`config.mk`:
```
export PLATFORM = sky130hd
export DESIGN_NAME = gpio_bank_ctrl
export DESIGN_NICKNAME = d
export VERILOG_FILES = /design/src/rtl/gpio_bank_pkg.sv /design/src/rtl/gpio_rst_sync.sv /design/src/rtl/gpio_addr_dec.sv /design/src/rtl/gpio_bank.sv /design/src/rtl/gpio_bank_ctrl.sv
export SDC_FILE = /design/constraint.sdc
export NUM_CORES = 1
export LEC_CHECK = 0
export BUFFER_PORTS_ARGS = -buffer_cell sky130_fd_sc_hd__buf_2
export CAP_MARGIN = 40
export CORE_AREA = 2 2 249 251
export DETAILED_ROUTE_END_ITERATION = 7
export DIE_AREA = 0 0 251 253
export PLACE_DENSITY = 0.67
export SLEW_MARGIN = 5
export SYNTH_ARGS = -nofsm -noshare
export SYNTH_HDL_FRONTEND = slang
export SYNTH_SLANG_ARGS = --single-unit
```
`constraint.sdc`:
```
create_clock -name clk -period 23.1 [get_ports clk]
set_input_delay 4.62 -clock clk [delete_from_list [all_inputs] [get_ports clk]]
set_output_delay 4.62 -clock clk [all_outputs]
set_load 0.05 [all_outputs]
```
`src/rtl/gpio_bank_pkg.sv`:
```
package gpio_bank_pkg;

  localparam int unsigned PINS_PER_BANK  = 32;
  localparam int unsigned BANK_BASE_WORD = 4;   // byte 0x10
  localparam int unsigned BANK_WORDS     = 10;  // byte stride 0x28
  localparam int unsigned SEL_W          = 4;

  // Word offset inside a bank window; offsets 5..9 are reserved.
  typedef enum logic [SEL_W-1:0] {
    REG_DIR  = 4'd0,
    REG_DOUT = 4'd1,
    REG_DSET = 4'd2,
    REG_DCLR = 4'd3,
    REG_DIN  = 4'd4
  } gpio_reg_e;

endpackage

```
`src/rtl/gpio_rst_sync.sv`:
```
module gpio_rst_sync (
  input  logic clk,
  input  logic rst_n,
  output logic rst_n_sync
);

  logic [1:0] stage_q;

  always_ff @(posedge clk or negedge rst_n) begin
    if (!rst_n) stage_q <= 2'b00;
    else        stage_q <= {stage_q[0], 1'b1};
  end

  assign rst_n_sync = stage_q[1];

endmodule

```
`src/rtl/gpio_addr_dec.sv`:
```
module gpio_addr_dec
  import gpio_bank_pkg::*;
#(
  parameter int unsigned NUM_BANKS = 5,
  parameter int unsigned ADDR_W    = 10
) (
  input  logic [ADDR_W-1:0]    waddr,
  output logic [NUM_BANKS-1:0] bank_hit,
  output logic [SEL_W-1:0]     reg_sel
);

  logic [31:0]      word32;
  logic [SEL_W-1:0] offs [NUM_BANKS];

  assign word32 = 32'(waddr);

  // One window comparator per bank; no divider in the decode path.
  for (genvar b = 0; b < NUM_BANKS; b++) begin : g_win
    localparam int unsigned BASE = BANK_BASE_WORD + BANK_WORDS * b;
    assign bank_hit[b] = (word32 >= 32'(BASE)) && (word32 < 32'(BASE + BANK_WORDS));
    assign offs[b]     = SEL_W'(word32 - 32'(BASE));
  end

  always_comb begin
    reg_sel = '0;
    for (int b = 0; b < NUM_BANKS; b++) begin
      if (bank_hit[b]) reg_sel = reg_sel | offs[b];
    end
  end

  // windows never overlap
  always_comb begin
    p_single_window_r2: assert ($onehot0(bank_hit));
  end

endmodule

```
`src/rtl/gpio_bank.sv`:
```
module gpio_bank
  import gpio_bank_pkg::*;
(
  input  logic                     clk,
  input  logic                     rst_n,
  input  logic                     wr_en,
  input  logic [SEL_W-1:0]         reg_sel,
  input  logic [31:0]              wdata,
  input  logic [PINS_PER_BANK-1:0] pin_in,
  output logic [PINS_PER_BANK-1:0] dir,
  output logic [PINS_PER_BANK-1:0] dout,
  output logic [31:0]              rd_val
);

  logic [PINS_PER_BANK-1:0] dir_q, dir_d;
  logic [PINS_PER_BANK-1:0] out_q, out_d;
  logic [PINS_PER_BANK-1:0] sync1_q, sync2_q;
  logic                     dir_en, out_en;

  // Next state and clock enables
  always_comb begin
    dir_en = wr_en && (reg_sel == REG_DIR);
    out_en = wr_en && ((reg_sel == REG_DOUT) || (reg_sel == REG_DSET) ||
                       (reg_sel == REG_DCLR));
    dir_d  = wdata;
    case (reg_sel)
      REG_DSET: out_d = out_q | wdata;
      REG_DCLR: out_d = out_q & ~wdata;
      default:  out_d = wdata;
    endcase
  end

  // Registers
  always_ff @(posedge clk or negedge rst_n) begin
    if (!rst_n) begin
      dir_q <= '1;
      out_q <= '0;
    end else begin
      if (dir_en) dir_q <= dir_d;
      if (out_en) out_q <= out_d;
    end
  end

  // Two-stage input synchronizer
  always_ff @(posedge clk or negedge rst_n) begin
    if (!rst_n) begin
      sync1_q <= '0;
      sync2_q <= '0;
    end else begin
      sync1_q <= pin_in;
      sync2_q <= sync1_q;
    end
  end

  always_comb begin
    case (reg_sel)
      REG_DIR:                     rd_val = dir_q;
      REG_DOUT, REG_DSET, REG_DCLR: rd_val = out_q;
      REG_DIN:                     rd_val = sync2_q;
      default:                     rd_val = '0;
    endcase
  end

  assign dir  = dir_q;
  assign dout = out_q;

  // Counts edges since reset so the synchronizer check never looks into reset
  logic [1:0] warm_q;
  always_ff @(posedge clk or negedge rst_n) begin
    if (!rst_n)                warm_q <= 2'd0;
    else if (warm_q != 2'd2)   warm_q <= warm_q + 2'd1;
  end

  p_dir_load_r3: assert property (@(posedge clk) disable iff (!rst_n)
    (wr_en && reg_sel == REG_DIR) |=> (dir == $past(wdata)));

  p_latch_load_r4: assert property (@(posedge clk) disable iff (!rst_n)
    (wr_en && reg_sel == REG_DOUT) |=> (dout == $past(wdata)));

  p_latch_hold_r4: assert property (@(posedge clk) disable iff (!rst_n)
    !(wr_en && (reg_sel == REG_DOUT || reg_sel == REG_DSET || reg_sel == REG_DCLR))
    |=> $stable(dout));

  p_set_ones_r5: assert property (@(posedge clk) disable iff (!rst_n)
    (wr_en && reg_sel == REG_DSET) |=>
    (dout == ($past(dout) | $past(wdata))));

  p_clr_ones_r6: assert property (@(posedge clk) disable iff (!rst_n)
    (wr_en && reg_sel == REG_DCLR) |=>
    (dout == ($past(dout) & ~$past(wdata))));

  p_reserved_quiet_r2: assert property (@(posedge clk) disable iff (!rst_n)
    (wr_en && reg_sel > REG_DIN) |=> ($stable(dout) && $stable(dir)));

  p_sync_delay_r8: assert property (@(posedge clk) disable iff (!rst_n)
    (warm_q == 2'd2) |-> (sync2_q == $past(pin_in, 2)));

endmodule

```
`src/rtl/gpio_bank_ctrl.sv`:
```
module gpio_bank_ctrl
  import gpio_bank_pkg::*;
#(
  parameter int unsigned NUM_BANKS = 5,
  parameter int unsigned ADDR_W    = 10
) (
  input  logic                              clk,
  input  logic                              rst_n,
  input  logic                              bus_sel,
  input  logic                              bus_we,
  input  logic [ADDR_W-1:0]                 bus_waddr,
  input  logic [31:0]                       bus_wdata,
  output logic [31:0]                       bus_rdata,
  input  logic [PINS_PER_BANK*NUM_BANKS-1:0] pin_in,
  output logic [PINS_PER_BANK*NUM_BANKS-1:0] pin_out,
  output logic [PINS_PER_BANK*NUM_BANKS-1:0] pin_oe
);

  logic                   rst_n_q;
  logic [NUM_BANKS-1:0]   bank_hit;
  logic [SEL_W-1:0]       reg_sel;
  logic [31:0]            bank_rd [NUM_BANKS];
  logic [31:0]            rd_mux;
  logic [31:0]            rdata_q;
  logic                   rd_en;

  gpio_rst_sync i_rst_sync (
    .clk        (clk),
    .rst_n      (rst_n),
    .rst_n_sync (rst_n_q)
  );

  gpio_addr_dec #(
    .NUM_BANKS (NUM_BANKS),
    .ADDR_W    (ADDR_W)
  ) i_dec (
    .waddr    (bus_waddr),
    .bank_hit (bank_hit),
    .reg_sel  (reg_sel)
  );

  for (genvar b = 0; b < NUM_BANKS; b++) begin : g_bank
    logic [PINS_PER_BANK-1:0] dir_b;
    gpio_bank i_bank (
      .clk     (clk),
      .rst_n   (rst_n_q),
      .wr_en   (bus_sel && bus_we && bank_hit[b]),
      .reg_sel (reg_sel),
      .wdata   (bus_wdata),
      .pin_in  (pin_in[b*PINS_PER_BANK +: PINS_PER_BANK]),
      .dir     (dir_b),
      .dout    (pin_out[b*PINS_PER_BANK +: PINS_PER_BANK]),
      .rd_val  (bank_rd[b])
    );
    assign pin_oe[b*PINS_PER_BANK +: PINS_PER_BANK] = ~dir_b;
  end

  // Read select and read-data register
  always_comb begin
    rd_en  = bus_sel && !bus_we;
    rd_mux = '0;
    for (int b = 0; b < NUM_BANKS; b++) begin
      if (bank_hit[b]) rd_mux = rd_mux | bank_rd[b];
    end
  end

  always_ff @(posedge clk or negedge rst_n_q) begin
    if (!rst_n_q)   rdata_q <= '0;
    else if (rd_en) rdata_q <= rd_mux;
  end

  assign bus_rdata = rdata_q;

  p_unmapped_zero_r9: assert property (@(posedge clk) disable iff (!rst_n_q)
    (rd_en && bank_hit == '0) |=> (bus_rdata == '0));

  p_rdata_hold_r10: assert property (@(posedge clk) disable iff (!rst_n_q)
    !rd_en |=> $stable(bus_rdata));

endmodule

```
### Word level (Yosys, flattened, before mapping)

Cells that the tools add are included.

* $add $sub $neg: 5
* order comparisons: 10
* equality and inequality tests: 4
* muxes and demuxes: 20
* bitwise operators: 24
* reduce and logical (&&, ||, !) cells: 27

Operator list (count)
* $pmux 32 s3: 5
* $pmux 32 s2: 5
* $or 32x32->32: 9
* $not 32->32: 6
* $and 32x32->32: 5
* $mux 32: 5
* $lt 10x6->1 const B: 3
* $logic_and 1x1->1: 22
* $ge 10x6->1 const B: 2
* $mux 4: 5
* $or 4x4->4: 4
* $sub 4x4->4 const B: 3
* $ge 10x3->1 const B: 1
* $ge 10x4->1 const B: 1
* $ge 10x5->1 const B: 1
* $lt 10x4->1 const B: 1
* $lt 10x5->1 const B: 1
* $eq 4x2->1 const B: 2
* $eq 4x1->1 const B: 1
* $eq 4x3->1 const B: 1
* $logic_not 4->1: 1
* $sub 4x2->4 const B: 1
* $sub 4x3->4 const B: 1
* $reduce_or 3->1: 1
* 2 further kinds: 3

* flip-flop bits (word level): 674
* output and inout port bits: 352

### Logic depth before layout (Yosys ltp)

Gate-level depths: netlist of the first run.

* word-level depth: 23
* gate-level depth with buffers: 16
* gate-level depth less buffers: 11

### Cells and area by module

Synthesis of the first run repeated with hierarchy kept, for this count alone.

* cell total of the unflattened synthesis: 2218
* area, all modules: 28524.9 µm²

Modules (own cells, without submodules)
* gpio_bank: instances 5, cells an instance 362, area each 5096.1 µm², seq. area each 3243.1 µm²
* gpio_bank_ctrl: instances 1, cells an instance 353, area each 2590.0 µm², seq. area each 800.8 µm²
* gpio_addr_dec: instances 1, cells an instance 52, area each 400.4 µm², seq. area each 0.0 µm²
* gpio_rst_sync: instances 1, cells an instance 3, area each 53.8 µm², seq. area each 50.0 µm²

### Worst setup path after synthesis of the first run

OpenSTA, ideal clock, no wires.

* kind: input -> register
* from: input bus_waddr[2]
* to: register g_bank[2].i_bank.out_q[21]
* data arrival time: 7537 ps
* path slack: 15442 ps
* stages on the path: 13
* buffers on the path: 2
* cell sequence: inv_1 -> ha_1 -> or3b_2 -> a2111o_1 -> nand2_1 -> nor3_1 -> or2_1 -> or3_1 -> buf_2 -> a211oi_2 -> clkbuf_1 -> nand2_1 -> a22o_1

* cells in the longest elaborated chain, start to end: 15
* elaborated cells on any way between the ends: 37
* those cells by class: add/sub (5); order compare (10); eq/ne (3); mux (6); bitwise (4); reduce/logical (9)

RTL lines
* start: declaration: line gpio_bank_ctrl.sv:11 `input logic [ADDR_W-1:0] bus_waddr,`
* $ge 10x3->1 or $lt 10x4->1 (tied branches): line gpio_addr_dec.sv:20 `assign bank_hit[b] = (word32 >= 32'(BASE)) && (word32 < 32'(BASE + BANK_WORDS));`
* $logic_and 1x1->1: line gpio_addr_dec.sv:20
* $mux 4: line gpio_addr_dec.sv:27 `if (bank_hit[b]) reg_sel = reg_sel | offs[b];`
* $or 4x4->4: line gpio_addr_dec.sv:27
* $mux 4: line gpio_addr_dec.sv:27
* $or 4x4->4: line gpio_addr_dec.sv:27
* $mux 4: line gpio_addr_dec.sv:27
* $or 4x4->4: line gpio_addr_dec.sv:27
* $mux 4: line gpio_addr_dec.sv:27
* $or 4x4->4: line gpio_addr_dec.sv:27
* $mux 4: line gpio_addr_dec.sv:27
* $eq 4x1->1 or $eq 4x2->1 (tied branches): line gpio_bank.sv:23, gpio_bank.sv:26
* $logic_or 1x1->1 (2 in series): line gpio_bank.sv:23 `out_en = wr_en && ((reg_sel == REG_DOUT) || (reg_sel == REG_DSET) ||`
* $logic_and 1x1->1: line gpio_bank.sv:23
* end signal: assignment: line gpio_bank.sv:40 `if (out_en) out_q <= out_d;`
* end: declaration: line gpio_bank.sv:16 `logic [PINS_PER_BANK-1:0] out_q, out_d;`

Parallel ways exist; a longest one is shown, timed or not.
A chain may end at the register's enable or synchronous reset.

### Worst setup path after layout of the first run

* from: input bus_waddr[2]
* to: register rdata_q[30] (netlist: bus_rdata[30])

* cells in the longest elaborated chain, start to end: 23
* elaborated cells on any way between the ends: 49
* those cells by class: add/sub (5); order compare (10); eq/ne (4); mux (15); bitwise (8); reduce/logical (7)

RTL lines
* $ge 10x3->1 or $lt 10x4->1 (tied branches): line gpio_addr_dec.sv:20
* $logic_and 1x1->1: line gpio_addr_dec.sv:20
* $mux 4: line gpio_addr_dec.sv:27
* $or 4x4->4: line gpio_addr_dec.sv:27
* $mux 4: line gpio_addr_dec.sv:27
* $or 4x4->4: line gpio_addr_dec.sv:27
* $mux 4: line gpio_addr_dec.sv:27
* $or 4x4->4: line gpio_addr_dec.sv:27
* [7 not listed]
* $or 32x32->32: line gpio_bank_ctrl.sv:63 `if (bank_hit[b]) rd_mux = rd_mux | bank_rd[b];`
* $mux 32: line gpio_bank_ctrl.sv:63
* $or 32x32->32: line gpio_bank_ctrl.sv:63
* $mux 32: line gpio_bank_ctrl.sv:63
* $or 32x32->32: line gpio_bank_ctrl.sv:63
* $mux 32: line gpio_bank_ctrl.sv:63
* $or 32x32->32: line gpio_bank_ctrl.sv:63
* $mux 32 *: line gpio_bank_ctrl.sv:63
* end signal: assignment: line gpio_bank_ctrl.sv:69 `else if (rd_en) rdata_q <= rd_mux;`
* end: declaration: line gpio_bank_ctrl.sv:24 `logic [31:0] rdata_q;`

Mark *: on every way between the ends. The rest lies on a longest branch, timed or not.

==> impl_metrics.yaml, run 1 <==
run_status:
  status: "complete, no violations"
route:
  drt-vias-per-instance: 5.985
  via_count: 21920
  remaining_drc_errors: 0
  wl_um: 99910
  antenna_left: 0
  first_pass_iters: 5
  drt_iter0_drc: 2288
  detail_route.wl_per_cell_um: 27.28
place:
  io_buffers: 557
  globalplace.congestion: 0.9152
  dp_hpwl_um: 67150
global_routing:
  grt-ovfl-total: 0
  grt_pass1_wl_um: 146100
  grt_pass1_vias: 21760
  grt_max_degree: 76
  grt_usage_pct: 30.98
  antenna_found_initial: 13
sta:
  worstMarginPinSlew_ns: 0.9699
  slew_headroom_pct: 34.84
  rsz0062_at_grt: "false"
  period_minus_slack_ns: 9.050
  finalCritPeriodShare_pct: 39.18
  finClkSkew_ns: 0.01986
  hold_ws_ns: 0.3404
  hold_viol: 0
  finalSetupTns_ns: 0
  drv_slew: 0
  setup_viol: 0
  max_clock_freq_mhz: 110.5
cts:
  path_clk_slew_ns: 0.06
  post-cts-setup-buffers: 0
  cts_tree: "built"
  clkLatencyLatePin_ns: 0.62
  cts_resized: 0
  clock_tree.buffer_depth: 3
  cts_root_buffer: "clkbuf_16"
  htreeDepth: 3
  postCtsHoldBufs: 0
  cts_buffers: 74
  cts.sinks: 674
yosys:
  ys_async_sr_fraction_pct: 100.0
  ys.flop_type: "dfrtp_1"
  syn_area_per_cell_um2: 11.74
  syn-cell-area_um2: 27170
  netlist_instances: 2315
  syn_nets: 2528
  synth_seq_cells: 674
  yosysWarnings: 0
  synth_edf_count: 0
  yosysUniqueCellTypes: 56
  seq_area_frac_synth_pct: 62.81
die:
  core_um2: 61030
  die_width_um: 251
  initial_core_util_pct: 44.52
  dieArea_um2: 63500
  rows: 91
  io_pins: 558
  fp.dieH_um: 253
power_and_ir_drop:
  p_comb_share_pct: 10.6
  internal_power_mw: 2.065
  pwr-share-clk_pct: 43.6
  power_density_nw_per_um2: 83.00
  switching_share_pct: 25.95
  vdd.ir_drop.worst_uv: 63.49
  power.leakage_nw: 14.96
  p_sw_uw: 723.7
  power_frac_seq_pct: 45.8
worst_setup_path:
  critical_path_class: "primary input to register"
  path_cells: "buf_2, inv_1, ha_1, inv_1, or3_1, a21oi_1, o41ai_1, nor2_4, buf_4, buf_16, a21oi_1, nand2_1, buf_8, o221ai_1, o32a_1"
  slowest_stage: "nor2_4"
  cp.required_ns: 23.59
  path_max_fanout: 63
  critPathLaunchType: "primary input"
  cp_num_buf_inv: 6
  cpPeakStageDelay_ns: 0.67
  end_kind: "register"
  worstPathArrival_ns: 9.54
  cp_top_family: "simple AND/OR/NAND/NOR gates"
layout:
  nFillCells: 5183
  final_common_cell: "buf_2"
  layout_common_cells: "buf_2, dfrtp_1, o21ai_0"
  register_area_um2: 17070
  multi_input_area_um2: 8848
  syn_to_final_growth_pct: 23.68
  fin_nets: 3015
  layout-drive-gt1-share_pct: 38.97
run:
  cap_viol_max_count: 0
hold_path:
  hp-class: "register to register"
## flip-flops by register name, summed over array words and instances (netlist names)
signal and cells:
g_bank.i_bank.sync1_q 160, bus_rdata 32, g_bank.i_bank.sync2_q 160, i_rst_sync.stage_q 2
g_bank.i_bank.dir 160, g_bank.i_bank.dout 160
## final timing paths
kind	start	cells past startpoint	end	slack, ns
max in group asynchronous	rst_n	1	i_rst_sync.stage_q[1]$_DFF_PN0_	19.22
min in group asynchronous	i_rst_sync.stage_q[1]$_DFF_PN0_	0	g_bank[3].i_bank.sync1_q[6]$_DFF_PN0_	0.45
worst min-delay path	g_bank[4].i_bank.sync1_q[30]$_DFF_PN0_	0	g_bank[4].i_bank.sync2_q[30]$_DFF_PN0_	0.34
worst max register to register	i_rst_sync.stage_q[1]$_DFF_PN0_	4	g_bank[0].i_bank.sync1_q[23]$_DFF_PN0_	19.95
worst max-delay path	bus_waddr[2]	15	bus_rdata[30]$_DFFE_PN0P_	14.05
worst min register to register	g_bank[4].i_bank.sync1_q[30]$_DFF_PN0_	0	g_bank[4].i_bank.sync2_q[30]$_DFF_PN0_	0.34
## layer usage
metal | track usage, % | vias to the layer above | wire (um)
li1 | - | 9180 | -
met1 | 42.09 | 11190 | 40470
met2 | 46.45 | 1288 | 45210
met3 | 8.049 | 257 | 9316
met4 | 14.97 | 2 | 4891
met5 | 0 | - | 13
## per-stage QoR
stage | util [%] | setup slack (ns) | cell area [um2] | power (mW) | std cells
2_1_floorplan | - | 3.202 | 27170 | 1.486 | 2315
5_1_grt | 55.06 | 13.77 | 33600 | 2.875 | 3662
3_3_place_gp | 50.08 | 13.09 | 30560 | 1.583 | 3494
3_5_place_dp | 50.91 | 13.53 | 31070 | 1.592 | 3516
4_1_cts | 55.02 | 14.16 | 33580 | 2.805 | 3651
6_report | 55.06 | 14.05 | 33600 | 2.789 | 3662
## power by group through the flow
stage / clock network, mW / registers, mW / logic (mW)
2_1_floorplan: 0 / 1.33 / 0.157
3_3_place_gp: 0 / 1.29 / 0.288
3_5_place_dp: 0 / 1.30 / 0.296
4_1_cts: 1.23 / 1.28 / 0.296
5_1_grt: 1.28 / 1.28 / 0.314
6_report: 1.22 / 1.28 / 0.296
## Yosys cell counts, types with 2 or more instances
cell type / count / area (um2)
a21oi_1: 88 / 440.4
o32a_1: 15 / 150.1
buf_2: 29 / 145.1
o221ai_1: 24 / 210.2
nor3_1: 55 / 275.3
o21ai_1: 2 / 10.01
ha_1: 7 / 87.58
clkbuf_1: 146 / 548.0
a22oi_1: 79 / 593.1
nor2b_1: 4 / 25.02
nand3_1: 33 / 165.2
mux2_2: 161 / 1813
o211a_1: 8 / 80.08
nor2_1: 37 / 138.9
dfstp_2: 160 / 4204
and2_1: 2 / 12.51
a211oi_1: 3 / 22.52
buf_1: 22 / 82.58
dfrtp_1: 514 / 12860
or2_2: 33 / 206.5
a2bb2oi_1: 49 / 429.2
o21ai_0: 224 / 1121
nor3b_1: 2 / 15.01
o22a_1: 16 / 140.1
o22ai_1: 16 / 100.1
nand2b_1: 5 / 31.28
or3_1: 3 / 18.77
inv_1: 167 / 626.9
nand2_1: 172 / 645.6
o31a_1: 3 / 26.28
and3_1: 32 / 200.2
o211ai_1: 11 / 82.58
buf_4: 3 / 22.52
a22o_1: 160 / 1401
a31oi_1: 9 / 56.30
## area by class of cell
type	instances	area share [%]
repair buffers	611	10.53
clock buffers	115	6.665
diodes	11	0.08191
multi-input cells	1274	26.33
flip-flops and latches	674	50.80
well taps	790	2.941
clock inverters	20	0.7931
inverters	167	1.865
## kinds of logic (layout without fill, tap and decap cells)
kind of cell             after synthesis  in the layout  synth area share [%]
other                                  1             12               0.01380
AND/OR/NAND/NOR                      387            387                 6.636
AO/OA/AOI/OAI                        716            716                 18.23
XOR/XNOR                               1              1               0.03224
buffers and inverters                367            913                 5.245
multiplexers                         162            162                 6.709
flip-flops                           674            674                 62.81
adder cells (fa/ha/maj)                7              7                0.3223
## worst register-to-register path, cell delays in order (launching register included)
cell and delay (ns):
dfrtp_4 0.99, buf_4 0.77, buf_4 0.33, buf_16 0.30, buf_4 0.75
Power figures use the tool's default switching activity.
==> inputs of run 2 (changes only) <==
Settings changed: PLACE_DENSITY 0.67 to 0.7.
Clock period 23.1 ns to 7.35 ns, I/O delays scaled along.
==> impl_metrics.yaml, run 2 (same netlist as run 1, synthesis figures left out) <==
run_status:
  status: "complete, no violations"
layout:
  fin_nets: 3008
  final_common_cell: "buf_2"
  fin_util_pct: 54.64
  layout_common_cells: "buf_2, dfrtp_1, o21ai_0"
  syn_to_final_growth_pct: 22.72
  layout-drive-gt1-share_pct: 38.90
sta:
  finalCritPeriodShare_pct: 74.84
  fin_ws_ns: 1.850
  rsz0062_at_grt: "false"
  worstMarginPinSlew_ns: 0.9655
  hold_viol: 0
  slew_headroom_pct: 35.64
  period_minus_slack_ns: 5.500
  drv_slew: 0
  finalSetupTns_ns: 0
  setup_viol: 0
  finClkSkew_ns: 0.02480
  max_clock_freq_mhz: 181.8
worst_setup_path:
  worstPathArrival_ns: 6.05
  cp.required_ns: 7.90
  reg2reg_from: "i_rst_sync.stage_q[1]$_DFF_PN0_"
  end_kind: "register"
  critPathLaunchType: "primary input"
  r2r-end: "g_bank[2].i_bank.sync2_q[15]$_DFF_PN0_"
  critical_path_class: "primary input to register"
  path_max_fanout: 17
  reg2regPathDepth: 2
  cp-startpoint: "bus_waddr[2]"
  reg2reg_slack_ns: 5.08
power_and_ir_drop:
  vdd.ir_drop.worst_uv: 209.1
  internal_power_mw: 6.377
  switching_share_pct: 26.69
  pwr-share-clk_pct: 43.2
  p_sw_mw: 2.321
  design_power_total_mw: 8.698
  power.leakage_nw: 14.84
  p_comb_share_pct: 10.7
  power_density_nw_per_um2: 260.9
  power_frac_seq_pct: 46.1
global_routing:
  grt_pass1_wl_um: 146100
  grt-ovfl-total: 0
  grt_usage_pct: 30.88
  grt_max_degree: 164
  grt_pass1_vias: 22100
  antenna_found_initial: 17
hold_path:
  whs_endpoint: "g_bank[1].i_bank.sync2_q[29]$_DFF_PN0_"
  hp-class: "register to register"
  worstHoldStart: "g_bank[1].i_bank.sync1_q[29]$_DFF_PN0_"
  min_path_cells: 0
cts:
  cts_buffers: 73
  cts_resized: 0
  cts.sinks: 674
  htreeDepth: 3
  cts_root_buffer: "clkbuf_16"
  clock_tree.buffer_depth: 3
  post-cts-setup-buffers: 0
  path_clk_slew_ns: 0.06
  postCtsHoldBufs: 0
  clkLatencyLatePin_ns: 0.63
  cts_tree: "built"
place:
  dp_hpwl_um: 66560
  pre_cts_slack_ns: 1.318
  io_buffers: 557
  globalplace.congestion: 0.9027
run:
  cap_viol_max_count: 0
route:
  remaining_drc_errors: 0
  drt-vias-per-instance: 5.956
  antenna_left: 0
  first_pass_iters: 5
  via_count: 21800
  detail_route.wl_per_cell_um: 27.18
  wl_um: 99470
  drt_iter0_drc: 2229
die:
  rows: 91
  initial_core_util_pct: 44.52
  dieArea_um2: 63500
  die_width_um: 251
  core_um2: 61030
  io_pins: 558
  fp.dieH_um: 253
==> run 2: cell types whose count changed in the layout (fill, tap and decap cells not counted), sizes merged <==
cell      change
buf           -6
clkinvlp      +2
diode         +3
clkbuf       -11
clkinv        +8
inv           +2
==> run 2: metrics by stage <==
step	cell area (um2)	hold WS, ns	cells
floorplan	27170	0.3312	2315
global placement	30650	0.3331	3500
detailed placement	30850	0.3347	3510
CTS	33310	0.3427	3646
global route	33340	0.3450	3659
finish	33340	0.3308	3660
==> run 2: worst max path at each step <==
stage | depth (start not counted) | to
after detailed placement | 12 | g_bank[2].i_bank.dout[6]$_DFFE_PN0P_
after global routing | 12 | g_bank[2].i_bank.dout[3]$_DFFE_PN0P_
after CTS | 12 | g_bank[2].i_bank.dout[3]$_DFFE_PN0P_
final | 12 | g_bank[2].i_bank.dout[3]$_DFFE_PN0P_
after global placement | 12 | g_bank[1].i_bank.dout[28]$_DFFE_PN0P_
after floorplan | 0 | bus_rdata[0]$_DFFE_PN0P_
==> run 2: power by group through the flow <==
stage | combinational, mW | clock (mW) | sequential [mW]
after floorplan | 0.494 | 0 | 4.17
after global placement | 0.910 | 0 | 4.07
after detailed placement | 0.922 | 0 | 4.07
after CTS | 0.925 | 3.82 | 4.01
after global routing | 0.982 | 3.97 | 4.03
final | 0.927 | 3.76 | 4.01
==> run 2: layer usage <==
layer | share of wire [%] | global-route usage (%) | up-vias
met1 | 40 | 41.69 | 11100
met5 | 0.011 | 0 | -
met4 | 4.7 | 15.53 | 2
li1 | - | - | 9165
met2 | 46 | 46.58 | 1290
met3 | 9.9 | 7.689 | 243
==> run 2: cell type report <==
class	count	area, um2
Clock buffer	104	2074
Sequential cell	674	17070
Clock inverter	32	380.4
Inverter	167	626.9
Antenna cell	14	35.03
Timing Repair Buffer	605	3322
Fill cell	5244	27690
Multi-Input combinational cell	1274	8846
Tap cell	790	988.4
==> run 2: critical path, cell delays in order <==
cell	delay, ns
buf_2	0.18
ha_1	0.29
a21o_1	0.21
o211ai_1	0.75
mux2_2	0.35
o31ai_4	0.09
or3_1	0.42
or3_1	0.65
a211oi_4	0.33
nor2b_4	0.65
buf_4	0.42
a22o_1	0.23
